--- config.mk ---
export PLATFORM = sky130hd
export DESIGN_NAME = loopbr_ctrl
export DESIGN_NICKNAME = d
export VERILOG_FILES = /design/src/rtl/loopbr_pkg.sv /design/src/rtl/loopbr_decide.sv /design/src/rtl/loopbr_counters.sv /design/src/rtl/loopbr_pred_rot.sv /design/src/rtl/loopbr_ctrl.sv
export SDC_FILE = /design/constraint.sdc
export NUM_CORES = 1
export LEC_CHECK = 0
export BUFFER_PORTS_ARGS = -buffer_cell sky130_fd_sc_hd__buf_2
export CAP_MARGIN = 20
export CORE_UTILIZATION = 40
export CTS_CLUSTER_SIZE = 10
export DETAILED_ROUTE_END_ITERATION = 10
export GPL_TIMING_DRIVEN = 0
export PLACE_DENSITY_LB_ADDON = 0.12
export SLEW_MARGIN = 20
export SYNTH_ARGS = -nofsm -noshare
export SYNTH_HDL_FRONTEND = slang
export SYNTH_SLANG_ARGS = --single-unit
--- constraint.sdc ---
create_clock -name clk -period 5.9 [get_ports clk]
set_input_delay 0.295 -clock clk [delete_from_list [all_inputs] [get_ports clk]]
set_output_delay 0.295 -clock clk [all_outputs]
set_load 0.05 [all_outputs]
--- src/rtl/loopbr_pkg.sv ---
package loopbr_pkg;
    // Action chosen for the current cycle
    typedef enum logic [2:0] {
        ACT_NONE   = 3'd0,
        ACT_LOAD   = 3'd1,
        ACT_KERNEL = 3'd2,
        ACT_DRAIN  = 3'd3,
        ACT_EXIT   = 3'd4
    } loop_act_e;
endpackage

--- src/rtl/loopbr_decide.sv ---
module loopbr_decide
    import loopbr_pkg::*;
#(
    parameter int CNT_W = 16,
    parameter int DRN_W = 8
) (
    input  logic             br_exec,
    input  logic             trip_ld,
    input  logic             drain_ld,
    input  logic [CNT_W-1:0] trip_q,
    input  logic [DRN_W-1:0] drain_q,
    output loop_act_e        act,
    output logic             taken,
    output logic             rotate,
    output logic             inject
);
    localparam logic [DRN_W-1:0] DRN_ONE = DRN_W'(1);

    always_comb begin
        act = ACT_NONE;
        if (trip_ld || drain_ld) begin
            act = ACT_LOAD;
        end else if (br_exec) begin
            if (trip_q != '0)            act = ACT_KERNEL;
            else if (drain_q > DRN_ONE)  act = ACT_DRAIN;
            else if (drain_q == DRN_ONE) act = ACT_EXIT;
        end
        taken  = (act == ACT_KERNEL) || (act == ACT_DRAIN);
        rotate = taken || (act == ACT_EXIT);
        inject = (act == ACT_KERNEL);
    end
endmodule

--- src/rtl/loopbr_counters.sv ---
module loopbr_counters
    import loopbr_pkg::*;
#(
    parameter int CNT_W = 16,
    parameter int DRN_W = 8
) (
    input  logic             clk,
    input  logic             rst_n,
    input  loop_act_e        act,
    input  logic             trip_ld,
    input  logic [CNT_W-1:0] trip_val,
    input  logic             drain_ld,
    input  logic [DRN_W-1:0] drain_val,
    output logic [CNT_W-1:0] trip_q,
    output logic [DRN_W-1:0] drain_q
);
    typedef struct packed {
        logic [CNT_W-1:0] trip;
        logic [DRN_W-1:0] drain;
    } cnt_t;

    cnt_t cnt_d, cnt_q;

    always_comb begin
        cnt_d = cnt_q;
        unique case (act)
            ACT_LOAD: begin
                if (trip_ld)  cnt_d.trip  = trip_val;
                if (drain_ld) cnt_d.drain = drain_val;
            end
            ACT_KERNEL: cnt_d.trip  = cnt_q.trip - CNT_W'(1);
            ACT_DRAIN:  cnt_d.drain = cnt_q.drain - DRN_W'(1);
            ACT_EXIT:   cnt_d.drain = '0;
            default:    ;
        endcase
    end

    always_ff @(posedge clk or negedge rst_n) begin
        if (!rst_n) cnt_q <= '0;
        else        cnt_q <= cnt_d;
    end

    assign trip_q  = cnt_q.trip;
    assign drain_q = cnt_q.drain;
endmodule

--- src/rtl/loopbr_pred_rot.sv ---
module loopbr_pred_rot #(
    parameter int NUM_PRED = 8
) (
    input  logic                clk,
    input  logic                rst_n,
    input  logic                rotate,
    input  logic                inject,
    output logic [NUM_PRED-1:0] pred_q
);
    logic [NUM_PRED-1:0] shifted;
    logic [NUM_PRED-1:0] pred_d;

    for (genvar i = 0; i < NUM_PRED; i++) begin : g_stage
        if (i == 0) begin : g_head
            assign shifted[i] = inject;
        end else begin : g_body
            assign shifted[i] = pred_q[i-1];
        end
    end

    always_comb begin
        pred_d = rotate ? shifted : pred_q;
    end

    always_ff @(posedge clk or negedge rst_n) begin
        if (!rst_n) pred_q <= '0;
        else        pred_q <= pred_d;
    end
endmodule

--- src/rtl/loopbr_ctrl.sv ---
module loopbr_ctrl
    import loopbr_pkg::*;
#(
    parameter int CNT_W    = 16,
    parameter int DRN_W    = 8,
    parameter int NUM_PRED = 8
) (
    input  logic                clk,
    input  logic                rst_n,
    input  logic                br_exec,
    input  logic                trip_ld,
    input  logic [CNT_W-1:0]    trip_val,
    input  logic                drain_ld,
    input  logic [DRN_W-1:0]    drain_val,
    output logic                br_taken,
    output logic                rot_strobe,
    output logic [NUM_PRED-1:0] stage_pred
);
    loop_act_e        act;
    logic             inject;
    logic [CNT_W-1:0] trip_q;
    logic [DRN_W-1:0] drain_q;

    loopbr_decide #(.CNT_W(CNT_W), .DRN_W(DRN_W)) u_decide (
        .br_exec (br_exec),
        .trip_ld (trip_ld),
        .drain_ld(drain_ld),
        .trip_q  (trip_q),
        .drain_q (drain_q),
        .act     (act),
        .taken   (br_taken),
        .rotate  (rot_strobe),
        .inject  (inject)
    );

    loopbr_counters #(.CNT_W(CNT_W), .DRN_W(DRN_W)) u_counters (
        .clk      (clk),
        .rst_n    (rst_n),
        .act      (act),
        .trip_ld  (trip_ld),
        .trip_val (trip_val),
        .drain_ld (drain_ld),
        .drain_val(drain_val),
        .trip_q   (trip_q),
        .drain_q  (drain_q)
    );

    loopbr_pred_rot #(.NUM_PRED(NUM_PRED)) u_pred (
        .clk   (clk),
        .rst_n (rst_n),
        .rotate(rot_strobe),
        .inject(inject),
        .pred_q(stage_pred)
    );
endmodule

==> metrics.csv <==
metric,value,unit
Synth Net Count,229,
Clock Latency Late Sink,290,ps
critical path's most frequent cell,inv_1,
Initial Util,0.422,
critical path endpoint category,output pin,
Antenna Cells,0,
drt wl/cell,14.9,µm
status,"finished, final reports clean",
chip height,70.0,µm
grt total ovfl,0,
post-layout min period,2770,ps
count of cell types in the netlist,47,
Max clock buf depth,2,
Mapped Cells,196,
crit-path cells,inv_1 > ha_1 > or3b_2 > or3_4 > o21ai_4 > inv_1 > buf_2,
"Cell Area, Synth",1850,µm²
Nets,274,
Row Count,24,
DRT Pass-1 Iters,4,
Post-DRT Antenna Nets,0,
Main synth FF type,dfrtp_1,
worst-path fanout max,9,
initial antenna violation count,0,
Tot GR Track Use,0.187,
Worst path depth,7,
HPWL Detailed,3170,µm
number of remaining DRC errors,0,
die area,4900,µm²
CP Data Required Time,5610,ps
yosys warns,0,
layout cells sized above 1,0.277,
Post-synth EDFFs,0,
setup TNS,0,ps
most common library cell in the layout ignoring fill and taps,buf_2,
crit-path max cell delay,510,ps
worst hold path type,in2async,
crit-path leading delay family,simple AND/OR/NAND/NOR gates,
clk sinks,32,
Port Buffer Count,38,
post-route non-filler standard cell count,294,
post-CTS setup buffer count,0,
post_cts resized,0,
most frequent cells in the layout,"buf_2 (40), dfrtp_1 (32), nand2_1 (24), nor2_1 (13), inv_1 (11)",
Final Skew,7.34,ps
crit path buf inv count,3,
Slew @ Worst Pin,740,ps
RSZ-0062 raised after global routing,false,
IO Count,39,
area delta synth->final,18.8,%
CP arrival,2480,ps
H-Tree Depth,2,
Synth Register Bits,32,
ys async rst share,1.00,
Worst VDD drop,0.148,mV
Critical Path Source Type,flip-flop,
via count,1645,
register area share after synthesis,0.433,
Crit Path Category,reg2out,
clock-pin transition on the worst setup and hold timing paths,70,ps
CP max-delay cell,or3b_2,
"wirelength, routed",4380,µm
Die X,70.0,µm
final setup fails,0,
initial DRC count,71,
CTS Hold Bufs,0,
worst rel slew slack,0.507,
vias in the first global route,1552,
largest net degree at the start of global routing,33,
first-pass GRT wire length,7270,µm
Fmax,361,MHz
Final period util,0.470,
MaxCap Viol Count,0,
cell at the root of the clock tree,clkbuf_8,
Hold WS,63.6,ps
Pwr per Cell Area,302,nW/µm²
CTS tree,built,
Reg2Reg Depth,6,
leak pwr,0.966,nW
syn avg cell area,9.44,µm²
placed cells,286,
Routability Congestion,0.785,
Num CTS Buffers,5,
Via density,5.60,
"Hold Vio Cnt, Final",0,
Core Region,4380,µm²
fin. max-slew vios,0,
==> cell usage after synthesis (2+ instances only) <==
cell,count,area share
dfrtp_1,32,0.43
nand2_1,24,0.049
nor2_1,13,0.026
inv_1,11,0.022
o21ai_0,10,0.027
nor3_1,8,0.022
a21oi_1,7,0.019
a311oi_1,7,0.033
mux2_2,7,0.043
nand3_1,7,0.019
nor4_1,7,0.024
clkbuf_1,5,0.010
nand4_1,5,0.017
ha_1,4,0.027
o211ai_1,4,0.016
o311ai_0,4,0.019
a211oi_1,3,0.012
a22oi_1,3,0.012
and2_1,3,0.010
nor4b_1,3,0.014
a32oi_1,2,0.0095
buf_2,2,0.0054
==> logic make-up (layout without fill, tap and decap cells) <==
group                    count (synthesis)  after routing  synth area share
AND/OR/NAND/NOR                         84             84             0.247
AO/OA/AOI/OAI                           48             48             0.198
flip-flops                              32             32             0.433
buffers and inverters                   18             64            0.0379
multiplexers                             8              8            0.0480
adder cells (fa/ha/maj)                  4              4            0.0271
XOR/XNOR                                 2              2           0.00947
==> path summary, 6_finish.rpt <==
path                                                        start                                 to  slack, ps
worst min-delay path                                        rst_n       u_pred.pred_q[6]$_DFFE_PN0P_         60
worst max register to register  u_counters.drain_q[0]$_DFFE_PN0P_       u_pred.pred_q[3]$_DFFE_PN0P_       3500
worst min register to register       u_pred.pred_q[0]$_DFFE_PN0P_       u_pred.pred_q[0]$_DFFE_PN0P_        500
worst max-delay path            u_counters.drain_q[0]$_DFFE_PN0P_                         rot_strobe       3130
min in group clk                                     drain_val[6]  u_counters.drain_q[6]$_DFFE_PN0P_        200
max in group asynchronous                                   rst_n   u_counters.trip_q[5]$_DFFE_PN0P_       5360
==> power by group <==
| part | switching [mW] | total, mW | internal [mW] |
|---|---|---|---|
| Sequential | 0.0331 | 0.290 | 0.257 |
| Clock | 0.0842 | 0.177 | 0.0930 |
| Combinational | 0.134 | 0.196 | 0.0620 |
==> sequential cells by signal, summed over array words and instances, names as in the netlist <==
name                cells
u_pred.pred_q           8
u_counters.drain_q      8
u_counters.trip_q      16
==> layout make-up <==
class                      instances  area (µm²)
fill                             447        2190
multi-input combinational        146         978
sequential                        32         801
timing repair buffer              38         190
clock buffer                       6        82.6
tap                               52        65.1
inverter                          11        41.3
buffer                             7        28.8
clock inverter                     2        10.0
==> through the flow <==
step | instance area [µm²] | total power [mW] | utilization | worst slack [ps]
global placement | 2100 | 0.489 | 0.480 | 3420
finish | 2200 | 0.663 | 0.501 | 3130
floorplan | 1850 | 0.434 | - | 3610
CTS | 2200 | 0.670 | 0.501 | 3100
detailed placement | 2100 | 0.491 | 0.480 | 3420
global route | 2200 | 0.697 | 0.501 | 3000
==> layer usage <==
layer  track usage  up-vias  routed length, µm
li1              -      832                  -
met1         0.241      785               2060
met2         0.308       24               2130
met3        0.0462        4                145
met4        0.0600        0                 40
met5             0        -                  0
Note: power is estimated with default switching activity, not from simulation.
